## src/rtl/raster_pkg.sv

```systemverilog
package raster_pkg;

  typedef enum logic [1:0] {
    REGION_A   = 2'd0,
    REGION_B   = 2'd1,
    REGION_C   = 2'd2,
    REGION_ALT = 2'd3
  } region_e;

  function automatic logic region_skips(input region_e r);
    return (r == REGION_A) || (r == REGION_ALT);
  endfunction

endpackage

```

## src/rtl/raster_powerup_gate.sv

```systemverilog
module raster_powerup_gate #(
  parameter int LIMIT = 88974
) (
  input  logic clk,
  input  logic rst_n,
  output logic unlocked
);
  localparam int CW = $clog2(LIMIT + 1);
  localparam logic [CW-1:0] LIMIT_V = CW'(LIMIT);

  logic [CW-1:0] cnt;

  always_ff @(posedge clk) begin
    if (!rst_n)
      cnt <= '0;
    else if (cnt != LIMIT_V)
      cnt <= cnt + CW'(1);
  end

  assign unlocked = (cnt == LIMIT_V);

  assert_unlock_sticky_R8: assert property (@(posedge clk) disable iff (!rst_n)
    unlocked |=> unlocked);

endmodule

```

## src/rtl/raster_counter.sv

```systemverilog
module raster_counter #(
  parameter int DOT_LAST = 340,
  parameter int DOT_W    = 9,
  parameter int LINE_W   = 9
) (
  input  logic              clk,
  input  logic              rst_n,
  input  logic [LINE_W-1:0] vbl_line,
  input  logic [LINE_W-1:0] pre_line,
  input  logic              skip_en,
  output logic [DOT_W-1:0]  dot,
  output logic [LINE_W-1:0] line,
  output logic              frame_odd
);
  localparam logic [DOT_W-1:0] LAST_V = DOT_W'(DOT_LAST);
  localparam logic [DOT_W-1:0] SKIP_V = DOT_W'(DOT_LAST - 2);

  logic              at_end;
  logic              wrap;
  logic              short_line;
  logic [LINE_W-1:0] line_inc;
  logic [LINE_W-1:0] parity_line;

  assign at_end      = (dot == LAST_V);
  assign wrap        = (line >= pre_line);
  assign line_inc    = line + LINE_W'(1);
  assign parity_line = vbl_line - LINE_W'(1);
  assign short_line  = skip_en && frame_odd && (line == pre_line) && (dot == SKIP_V);

  always_ff @(posedge clk) begin
    if (!rst_n) begin
      dot       <= '0;
      line      <= '0;
      frame_odd <= 1'b0;
    end else if (at_end) begin
      dot <= '0;
      if (wrap) begin
        line <= '0;
      end else begin
        line <= line_inc;
        if (line_inc == parity_line)
          frame_odd <= ~frame_odd;
      end
    end else if (short_line) begin
      dot <= LAST_V;
    end else begin
      dot <= dot + DOT_W'(1);
    end
  end

  assert_dot_wrap_R1: assert property (@(posedge clk) disable iff (!rst_n)
    (dot == LAST_V) |=> (dot == '0));

  assert_line_wrap_R2: assert property (@(posedge clk) disable iff (!rst_n)
    (dot == LAST_V && line >= pre_line) |=> (line == '0));

  assert_odd_skip_R6: assert property (@(posedge clk) disable iff (!rst_n)
    (skip_en && frame_odd && line == pre_line && dot == SKIP_V) |=> (dot == LAST_V));

  assert_parity_flip_R9: assert property (@(posedge clk) disable iff (!rst_n)
    (dot == LAST_V && line < pre_line && line + LINE_W'(2) == vbl_line)
      |=> (frame_odd != $past(frame_odd)));

endmodule

```

## src/rtl/raster_status_flags.sv

```systemverilog
module raster_status_flags #(
  parameter int DOT_W  = 9,
  parameter int LINE_W = 9
) (
  input  logic              clk,
  input  logic              rst_n,
  input  logic [DOT_W-1:0]  dot,
  input  logic [LINE_W-1:0] line,
  input  logic [LINE_W-1:0] vbl_line,
  input  logic [LINE_W-1:0] pre_line,
  input  logic              unlocked,
  input  logic              ctrl_wr,
  input  logic              ctrl_nmi_en,
  input  logic              status_rd,
  input  logic              spr0_hit_set,
  input  logic              spr_ovf_set,
  output logic              vblank,
  output logic              nmi_pending,
  output logic              spr0_hit,
  output logic              spr_ovf
);
  logic nmi_en;
  logic set_evt;
  logic clr_evt;
  logic set_ok;
  logic wr_ok;
  logic pend_n;

  assign set_evt = (dot == '0) && (line == vbl_line);
  assign clr_evt = (dot == '0) && (line == pre_line);
  assign set_ok  = set_evt && !status_rd;
  assign wr_ok   = ctrl_wr && unlocked;

  always_comb begin
    pend_n = nmi_pending;
    if (set_ok)
      pend_n = nmi_en;
    if (wr_ok) begin
      if (!ctrl_nmi_en)
        pend_n = 1'b0;
      else if (vblank || set_ok)
        pend_n = 1'b1;
    end
    if (status_rd)
      pend_n = 1'b0;
    if (clr_evt)
      pend_n = 1'b0;
  end

  always_ff @(posedge clk) begin
    if (!rst_n) begin
      vblank      <= 1'b0;
      nmi_pending <= 1'b0;
      nmi_en      <= 1'b0;
      spr0_hit    <= 1'b0;
      spr_ovf     <= 1'b0;
    end else begin
      nmi_pending <= pend_n;
      if (wr_ok)
        nmi_en <= ctrl_nmi_en;
      if (clr_evt) begin
        vblank   <= 1'b0;
        spr0_hit <= 1'b0;
        spr_ovf  <= 1'b0;
      end else begin
        if (set_ok)
          vblank <= 1'b1;
        if (spr0_hit_set)
          spr0_hit <= 1'b1;
        if (spr_ovf_set)
          spr_ovf <= 1'b1;
      end
    end
  end

  assert_vbl_set_R3: assert property (@(posedge clk) disable iff (!rst_n)
    (dot == '0 && line == vbl_line && !status_rd) |=> vblank);

  assert_pre_clear_R4: assert property (@(posedge clk) disable iff (!rst_n)
    (dot == '0 && line == pre_line) |=> (!vblank && !nmi_pending && !spr0_hit && !spr_ovf));

  assert_read_clears_R5: assert property (@(posedge clk) disable iff (!rst_n)
    (status_rd && !ctrl_wr) |=> !nmi_pending);

  assert_race_suppress_R5: assert property (@(posedge clk) disable iff (!rst_n)
    (status_rd && dot == '0 && line == vbl_line && !vblank) |=> !vblank);

  assert_late_raise_R7: assert property (@(posedge clk) disable iff (!rst_n)
    (ctrl_wr && unlocked && ctrl_nmi_en && vblank && !status_rd && !(dot == '0 && line == pre_line))
      |=> nmi_pending);

  assert_locked_write_R8: assert property (@(posedge clk) disable iff (!rst_n)
    (!unlocked && ctrl_wr) |=> $stable(nmi_en));

endmodule

```

## src/rtl/raster_vblank_ctrl.sv

```systemverilog
module raster_vblank_ctrl #(
  parameter int DOT_LAST     = 340,
  parameter int VBL_A        = 241,
  parameter int PRE_A        = 261,
  parameter int VBL_B        = 241,
  parameter int PRE_B        = 311,
  parameter int VBL_C        = 291,
  parameter int PRE_C        = 311,
  parameter int POWERON_DOTS = 88974,
  parameter int DOT_W        = $clog2(DOT_LAST + 1),
  parameter int LINE_W       = 9
) (
  input  logic              clk,
  input  logic              rst_n,
  input  logic [1:0]        region,
  input  logic              show_bg,
  input  logic              show_spr,
  input  logic              ctrl_wr,
  input  logic              ctrl_nmi_en,
  input  logic              status_rd,
  input  logic              spr0_hit_set,
  input  logic              spr_ovf_set,
  output logic [DOT_W-1:0]  dot,
  output logic [LINE_W-1:0] line,
  output logic              frame_odd,
  output logic              vblank,
  output logic              nmi_pending,
  output logic              spr0_hit,
  output logic              spr_ovf,
  output logic              regs_unlocked
);
  import raster_pkg::*;

  region_e           rgn;
  logic [LINE_W-1:0] vbl_line;
  logic [LINE_W-1:0] pre_line;
  logic              skip_en;

  assign rgn = region_e'(region);

  always_comb begin
    unique case (rgn)
      REGION_B: begin
        vbl_line = LINE_W'(VBL_B);
        pre_line = LINE_W'(PRE_B);
      end
      REGION_C: begin
        vbl_line = LINE_W'(VBL_C);
        pre_line = LINE_W'(PRE_C);
      end
      default: begin
        vbl_line = LINE_W'(VBL_A);
        pre_line = LINE_W'(PRE_A);
      end
    endcase
  end

  assign skip_en = region_skips(rgn) && (show_bg || show_spr);

  raster_powerup_gate #(
    .LIMIT(POWERON_DOTS)
  ) u_gate (
    .clk      (clk),
    .rst_n    (rst_n),
    .unlocked (regs_unlocked)
  );

  raster_counter #(
    .DOT_LAST (DOT_LAST),
    .DOT_W    (DOT_W),
    .LINE_W   (LINE_W)
  ) u_count (
    .clk       (clk),
    .rst_n     (rst_n),
    .vbl_line  (vbl_line),
    .pre_line  (pre_line),
    .skip_en   (skip_en),
    .dot       (dot),
    .line      (line),
    .frame_odd (frame_odd)
  );

  raster_status_flags #(
    .DOT_W  (DOT_W),
    .LINE_W (LINE_W)
  ) u_flags (
    .clk          (clk),
    .rst_n        (rst_n),
    .dot          (dot),
    .line         (line),
    .vbl_line     (vbl_line),
    .pre_line     (pre_line),
    .unlocked     (regs_unlocked),
    .ctrl_wr      (ctrl_wr),
    .ctrl_nmi_en  (ctrl_nmi_en),
    .status_rd    (status_rd),
    .spr0_hit_set (spr0_hit_set),
    .spr_ovf_set  (spr_ovf_set),
    .vblank       (vblank),
    .nmi_pending  (nmi_pending),
    .spr0_hit     (spr0_hit),
    .spr_ovf      (spr_ovf)
  );

endmodule

```

## config.mk

```make
export PLATFORM = sky130hd
export DESIGN_NAME = raster_vblank_ctrl
export DESIGN_NICKNAME = d
export VERILOG_FILES = /design/src/rtl/raster_pkg.sv /design/src/rtl/raster_powerup_gate.sv /design/src/rtl/raster_counter.sv /design/src/rtl/raster_status_flags.sv /design/src/rtl/raster_vblank_ctrl.sv
export SDC_FILE = /design/constraint.sdc
export NUM_CORES = 1
export LEC_CHECK = 0
export ABC_AREA = 1
export BUFFER_PORTS_ARGS = -buffer_cell sky130_fd_sc_hd__buf_2
export CAP_MARGIN = 20
export CORE_ASPECT_RATIO = 0.6
export CORE_MARGIN = 2
export CORE_UTILIZATION = 57
export CTS_CLUSTER_SIZE = 24
export DETAILED_ROUTE_END_ITERATION = 8
export PLACE_DENSITY = 0.87
export SLEW_MARGIN = 30
export SYNTH_ARGS = -nofsm -noshare
export SYNTH_HDL_FRONTEND = slang
export SYNTH_SLANG_ARGS = --single-unit
export TNS_END_PERCENT = 30
```

## constraint.sdc

```tcl
create_clock -name clk -period 1.98 [get_ports clk]
set_input_delay 0.594 -clock clk [delete_from_list [all_inputs] [get_ports clk]]
set_output_delay 0.594 -clock clk [all_outputs]
set_load 0.03 [all_outputs]
```

Word level (Yosys, flattened, before mapping). Index checks and enable logic that the tools add are counted.

Register bits: 41. Input bits: 11. Output and inout bits: 24. Logic and storage cells: 56.

Bitwise operators: 3. Order comparisons: 1. Add/sub/neg operators: 4. Muxes and demuxes: 8. Reduce and logical (&&, ||, !) cells: 20. Equal/unequal tests: 10.

Operator list (count): $eq A9 B9 Y1 (3); $mux W9 (3); $add A9 B1 Y9 const B (2); $eq A9 B9 Y1 const B (2); $add A17 B1 Y17 const B (1); $eq A17 B17 Y1 const B (1); $ne A17 B17 Y1 const B (1); $ge A9 B9 Y1 (1); $logic_not A9 Y1 (1); $sub A9 B1 Y9 const B (1); $logic_and A1 B1 Y1 (8); $mux W6 (1); $reduce_or A2 Y1 (3); $reduce_or A3 Y1 (2); $eq A2 B2 Y1 const B (2); $mux W1 (4); $logic_or A1 B1 Y1 (3); $not A1 Y1 (3); $reduce_and A3 Y1 (1); $eq A2 B1 Y1 const B (1); $logic_not A2 Y1 (1); $logic_not A1 Y1 (1).

Logic depth before layout (Yosys ltp). Gate-level depths: netlist of run 1.

Depth after elaboration: 9. Mapped depth: 14. Mapped depth without buffers: 14.

Cells and area by module. From an unflattened synthesis of run 1, not the netlist that was laid out.

Cell total of the unflattened synthesis: 547. Area, all modules: 3279.4 µm².

By module, submodules not included: raster_counter (area an instance 1537.7 µm², times used 1, cells each 250, sequential area each 380.4 µm²); raster_powerup_gate (area an instance 1126.1 µm², times used 1, cells each 177, sequential area each 340.3 µm²); raster_status_flags (area an instance 564.3 µm², times used 1, cells each 111, sequential area each 100.1 µm²); raster_vblank_ctrl (area an instance 51.3 µm², times used 1, cells each 9, sequential area each 0.0 µm²).

Worst setup path before layout of run 1. OpenSTA, ideal clock, no wires.

Path kind: flip-flop to output port. Start point: register u_gate.cnt[0]. End point: output port regs_unlocked. Path buffers: 0. Required time: 1386 ps. Cell stages (with the launch flop): 7. Path slack: 51 ps. Data arrival time: 1335 ps. Cell sequence: dfxtp_1 -> inv_1 -> ha_1 -> nand3_1 -> nor3_1 -> nand2_1 -> nor2_1.

Longest elaborated chain between the ends: 1.

RTL lines: start, declared (line raster_powerup_gate.sv:11) `logic [CW-1:0] cnt;`; start signal, assigned (line raster_powerup_gate.sv:17) `cnt <= cnt + CW'(1);`; $eq A17 B17 Y1 (line raster_powerup_gate.sv:20) `assign unlocked = (cnt == LIMIT_V);`; end, declared (line raster_vblank_ctrl.sv:30) `output logic regs_unlocked`.

No other way between the ends.

Final worst setup path of run 1. Same ends and word-level chain as after synthesis.

==> run_results.csv, run 1 <==
group,metric,value,unit
timing,rsz0062_at_grt,"yes",
pwr,powerDensity,560,nW/um^2
timing,finClkSkew,0.00783,ns
setup_path,cp-end-kind,"output port",
grt,overflow,0,
finish,fill_cells,330,
floorplanning,io_pins,35,
setup_path,worstPathRequired,1.39,ns
floorplanning,coreArea,4030,sq um
synth,synth_area_leaders,"dfxtp_1, nand2_1, inv_1, nor2_1, nand3_1",
drt,ant_nets,0,
setup_path,cp_max_fo,2,
synth,yosysMostFrequentCell,"nand2_1",
synth,seq_area_frac_synth,34.9,%
synth,synth_largest_area_cell,"dfxtp_1",
setup_path,reg2reg_depth,9,
synth,yosysWarnings,0,
flow_run,cap_violations,0,
synth,yosys.area_share.adder,3.72,%
finish,fin_nets,416,
drt,wl_per_cell,14.1,um
synth,synth_top_family_by_area,"simple AND/OR/NAND/NOR gates",
floorplanning,start_util,58.4,%
cts,cts.clk_slew.worst_paths,0.08,ns
timing,tightest_slew,0.516,ns
setup_path,cp.arrival,1.39,ns
cts,numCtsBuffers,5,
drt,viasPerCell,5.59,
synth,synth_top_area_share,34.9,%
placed_design,place.gp.congestion,0.945,
setup_path,start_kind,"flop",
drt,drt-total-wl,6320,um
timing,slew_headroom,65.3,%
synth,async_reset_ff_share,0,%
finish,drive_above_1_share,20.3,%
timing,slew_violations,0,
timing,hold_ws,0.463,ns
synth,synth_commonest_cells,"nand2_1, inv_1, nor2_1, dfxtp_1, nand3_1",
worst_hold_path,hold_depth,2,
cts,h-tree-depth,2,
synth,yosys.area_share.simple,38.6,%
placed_design,dp_cells,437,
drt,num_vias,2508,
synth,synth_nets,371,
status,violations,"setup timing",
timing,hold_viol,0,
placed_design,portBuffers,34,
setup_path,critPathKind,"reg -> out",
drt,drc,0,
finish,area_delta_synth_final,16.9,%
grt,antenna_found_initial,0,
pwr,vdd_drop_max,440,uV
placed_design,place_hpwl,4550,um
worst_hold_path,worstHoldPathType,"reg -> reg",
timing,finalSetupViolCount,1,
timing,min_period,1.98,ns
cts,clock_latency,0.30,ns
timing,fmax,505,MHz
cts,ctsHoldBuffers,0,
status,status,"complete, but fails checks",
floorplanning,die_h,53.8,um
synth,synth_compound_area_share,10.4,%
grt,track_usage,28.7,%
synth,synth_edf_count,0,
finish,stdcell_count,449,
floorplanning,fp.dieW,87.0,um
finish,antenna_cells,0,
synth,syn_inst,353,
floorplanning,die_area,4680,sq um
cts,cts.sinks,41,
synth,synth_xor_area_share,1.86,%
pwr,p_leak,0.00120,uW
cts,cts_tree,"built",
drt,drtIter0Drc,183,
synth,ys.flop_type,"dfxtp_1",
synth,synth_area,2350,sq um
cts,cts-root-buf,"clkbuf_8",
timing,min_period_over_period,100,%
timing,setup_slack,-0.00166,ns
grt,grt_pass1_wl,10100,um
floorplanning,fp-row-count,18,
synth,synth_cell_types,36,
grt,grt_max_degree,15,
cts,cts_buffer_depth,2,
synth,syn_avg_cell_area,6.67,sq um
synth,muxShareOfSynthArea,0,%
synth,synth_seq_cells,41,
grt,grt_pass1_vias,2144,
drt,firstDrtPassIters,6,
## area by class of cell
cell class,instances,area (sq um),area share (%)
clock inverters,2,10.0,0.364
repair buffers,44,251,9.14
multi-input cells,251,1320,48.0
flip-flops and latches,41,826,30.0
inverters,55,208,7.55
well taps,50,62.6,2.27
clock buffers,6,72.6,2.64
## cell families after synthesis
family / Yosys count
flip-flops: 41
adder cells (fa/ha/maj): 7
AND/OR/NAND/NOR: 194
buffers and inverters: 61
XOR/XNOR: 5
AO/OA/AOI/OAI: 45
## power by group
| part | total, uW | internal (uW) | switching, uW | leakage, uW |
|---|---|---|---|---|
| combinational | 139 | 51.9 | 87.4 | 0.000823 |
| sequential | 852 | 838 | 14.7 | 0.000333 |
| clock | 550 | 245 | 305 | 0.0000450 |
## worst paths after layout
path | startpoint | endpoint | slack (ns)
min | u_flags.nmi_en$_SDFFE_PN0P_ | u_flags.nmi_en$_SDFFE_PN0P_ | 0.46
max reg2reg | u_count.dot[0]$_SDFF_PP0_ | u_count.line[8]$_SDFFE_PN0P_ | 0.12
min reg2reg | u_flags.nmi_en$_SDFFE_PN0P_ | u_flags.nmi_en$_SDFFE_PN0P_ | 0.46
max | u_gate.cnt[0]$_SDFFE_PN0N_ | regs_unlocked | -0.002
## routing by layer
layer  GRT usage [%]  routed length (um)  vias up
met1            41.2                2990     1110
met2            40.5                2450      143
met5               0                   0        -
li1                -                   -     1237
met3            8.59                 747       18
met4            10.7                 138        0
## state kept, by name, summed over array words and instances, names as in the netlist
register,count
u_flags.spr0_hit,1
u_flags.vblank,1
u_count.dot,9
u_count.frame_odd,1
u_flags.nmi_pending,1
u_count.line,9
u_flags.nmi_en,1
u_gate.cnt,17
u_flags.spr_ovf,1
## cells in the final DEF, fill, tap and decap left out, types with 4 or more instances in the layout
cell | netlist | final
a21oi_1 | 19 | 19
buf_2 | 1 | 33
buf_4 | 2 | 10
clkbuf_8 | 0 | 5
dfxtp_1 | 41 | 39
ha_1 | 7 | 6
inv_1 | 52 | 49
inv_2 | 2 | 5
nand2_1 | 79 | 79
nand3_1 | 27 | 26
nand4_1 | 11 | 11
nor2_1 | 43 | 42
nor2_2 | 4 | 5
nor3_1 | 13 | 11
nor3_2 | 2 | 4
o21ai_0 | 14 | 14
o22ai_1 | 8 | 7
## metrics by stage
stage	power (uW)	setup WS, ns	setup TNS, ns	cell area (sq um)	util (%)
after CTS	1530	-0.0449	-0.0449	2740	68.0
after floorplan	946	0.0508	0	2350	-
final	1540	-0.00166	-0.00166	2750	68.2
after global routing	1590	-0.118	-0.122	2750	68.2
after detailed placement	993	-0.0583	-0.272	2590	64.3
after global placement	987	-0.00000933	-0.00000933	2590	64.3
## worst max-delay path, stage by stage (launching register included)
cell,delay (ns)
dfxtp_2,0.33
inv_2,0.07
ha_4,0.13
nand3_2,0.08
nor3_2,0.13
nand2_1,0.08
nor2_2,0.12
buf_6,0.14
## what timing repair did
action | 4_1_cts | 5_1_grt
gates cloned | 0 | 0
buffers inserted | 4 | 0
endpoints found under the hold margin | 0 | 0
endpoints found under the setup margin | 1 | 2
pin swaps | 4 | 2
gates resized for setup | 12 | 3
No activity file was read; power rests on OpenSTA's default activity.
==> inputs of run 2 (changes only) <==
Settings changed: GPL_TIMING_DRIVEN set to 0, SKIP_CTS_REPAIR_TIMING set to 1.
==> run 2 against run 1 <==
  * The run still ends with setup timing left
  * Die area unchanged
  * Worst setup slack worse by 0.10 ns
  * Combinational power is 4% lower
  * Core utilization grew 0.99 points
  * Total power is 11% higher
  * Sequential cell count is the same
  * Non-clock buffer count is 1 higher
  * Wire length shrank 1.6%
  * Cell area grew 1.5%
  * Clock-buffer cell count did not move
  * Cell count up 0.22%
  * Register-to-register slack better by 0.04 ns
  * Critical endpoint unchanged
==> run_results.csv, run 2 (synthesized netlist as in run 1, its figures left out) <==
group,metric,value,unit
finish,fill_cells,326,
setup_path,crit_family,"simple AND/OR/NAND/NOR gates",
worst_hold_path,hold_depth,1,
timing,finClkSkew,0.00416,ns
grt,overflow,0,
setup_path,reg2reg_depth,10,
grt,grt_max_degree,14,
cts,clock_latency,0.30,ns
drt,firstDrtPassIters,5,
timing,min_period,2.08,ns
setup_path,crit_chain,"inv_4 -> ha_4 -> nand3_2 -> nor3_2 -> nand2_1 -> nor2_4 -> buf_6",
setup_path,critPathMaxStageDelay,0.35,ns
setup_path,crit_slowest_cell,"dfxtp_2",
floorplanning,die_h,53.8,um
finish,largest_reg_flops,17,
cts,h-tree-depth,2,
finish,final_cell_mix,"nand2_1, inv_1, nor2_1, dfxtp_1, buf_2",
finish,drive_above_1_share,20.3,%
cts,cts_tree,"built",
placed_design,place_hpwl,4480,um
drt,top_layer,"met4",
drt,drtIter0Drc,289,
cts,cts-root-buf,"clkbuf_8",
finish,top_regs,"u_gate.cnt (17), u_count.dot (9), u_count.line (9)",
timing,fmax,480,MHz
timing,min_period_over_period,105,%
timing,slew_headroom,60.5,%
timing,fin_tns_setup,-0.104,ns
timing,rsz0062_at_grt,"yes",
setup_path,worstPathRequired,1.39,ns
floorplanning,fp.dieW,87.0,um
timing,slew_violations,0,
drt,wl_met3,712,um
pwr,p_leak,0.00121,uW
finish,antenna_cells,0,
grt,antenna_found_initial,0,
cts,cts_buffer_depth,2,
drt,drt-total-wl,6220,um
worst_hold_path,worstHoldPathType,"reg -> reg",
setup_path,critPathKind,"reg -> out",
finish,final_core_util,69.2,%
grt,grt_pass1_wl,9670,um
setup_path,cp.depth,7,
drt,viasPerCell,5.65,
drt,wl_met1,2920,um
drt,dr_wl_met2,2470,um
status,violations,"setup timing",
setup_path,cp-end-kind,"output port",
pwr,vdd_drop_max,420,uV
timing,setup_slack,-0.104,ns
grt,track_usage,27.2,%
timing,tightest_slew,0.587,ns
placed_design,place.gp.congestion,0.977,
floorplanning,start_util,58.4,%
drt,num_vias,2541,
floorplanning,die_area,4680,sq um
drt,drc,0,
cts,numCtsBuffers,5,
timing,finalSetupViolCount,1,
finish,max_flop_register,"u_gate.cnt",
cts,cts.clk_slew.worst_paths,0.08,ns
pwr,powerDensity,611,nW/um^2
timing,hold_ws,0.491,ns
finish,area_delta_synth_final,18.6,%
drt,ant_nets,0,
finish,stdcell_count,450,
setup_path,cp_max_fo,4,
drt,wl_per_cell,13.8,um
floorplanning,coreArea,4030,sq um
grt,grt_pass1_vias,2076,
setup_path,cp.arrival,1.49,ns
timing,hold_viol,0,
flow_run,cap_violations,0,
setup_path,critPathBufInv,2,
finish,mostFrequentLayoutCell,"nand2_1",
placed_design,dp_cells,437,
setup_path,start_kind,"flop",
cts,cts.sinks,41,
floorplanning,fp-row-count,18,
placed_design,portBuffers,34,
floorplanning,io_pins,35,
status,status,"complete, but fails checks",
finish,fin_nets,417,
-- run 2: cell count changes in the layout (fill, tap and decap cells not counted), sizes merged --
cell,previous run,this run
clkbuf,6,8
clkinv,3,1
buf,44,43
bufinv,0,1
clkinvlp,0,1
-- run 2: metal layers --
layer / vias to the layer above / GRT usage [%]
met5: - / 0
met2: 157 / 37.8
met3: 15 / 8.90
met1: 1128 / 39.3
met4: 0 / 8.85
li1: 1241 / -
-- run 2: final timing paths --
check | from | end | slack, ns
max | u_gate.cnt[0]$_SDFFE_PN0N_ | regs_unlocked | -0.10
min | u_gate.cnt[11]$_SDFFE_PN0N_ | u_gate.cnt[11]$_SDFFE_PN0N_ | 0.49
max reg2reg | u_count.dot[0]$_SDFF_PP0_ | u_count.line[6]$_SDFFE_PN0P_ | 0.16
min reg2reg | u_gate.cnt[11]$_SDFFE_PN0N_ | u_gate.cnt[11]$_SDFFE_PN0N_ | 0.49
-- run 2: per-stage QoR --
stage          instance area, sq um  power [uW]  setup slack, ns
3_5_place_dp                   2590         986          -0.0772
5_1_grt                        2790        1760           -0.201
4_1_cts                        2710        1700           -0.361
3_3_place_gp                   2590         983          -0.0659
6_report                       2790        1700           -0.104
2_1_floorplan                  2350         946           0.0508
-- run 2: power by group --
| group | leakage, uW | switching [uW] | total (uW) | internal, uW |
|---|---|---|---|---|
| sequential | 0.000333 | 17.3 | 855 | 838 |
| clock | 0.0000574 | 307 | 717 | 410 |
| combinational | 0.000820 | 84.3 | 133 | 48.8 |
-- run 2: layout make-up --
cell class	instances	area (sq um)	area share (%)
Multi-Input combinational cell	251	1320	47.2
Sequential cell	41	827	29.6
Timing Repair Buffer	39	214	7.66
Inverter	55	210	7.53
Clock buffer	6	82.6	2.96
Tap cell	50	62.6	2.24
Buffer	6	40.0	1.43
Clock inverter	2	37.5	1.34
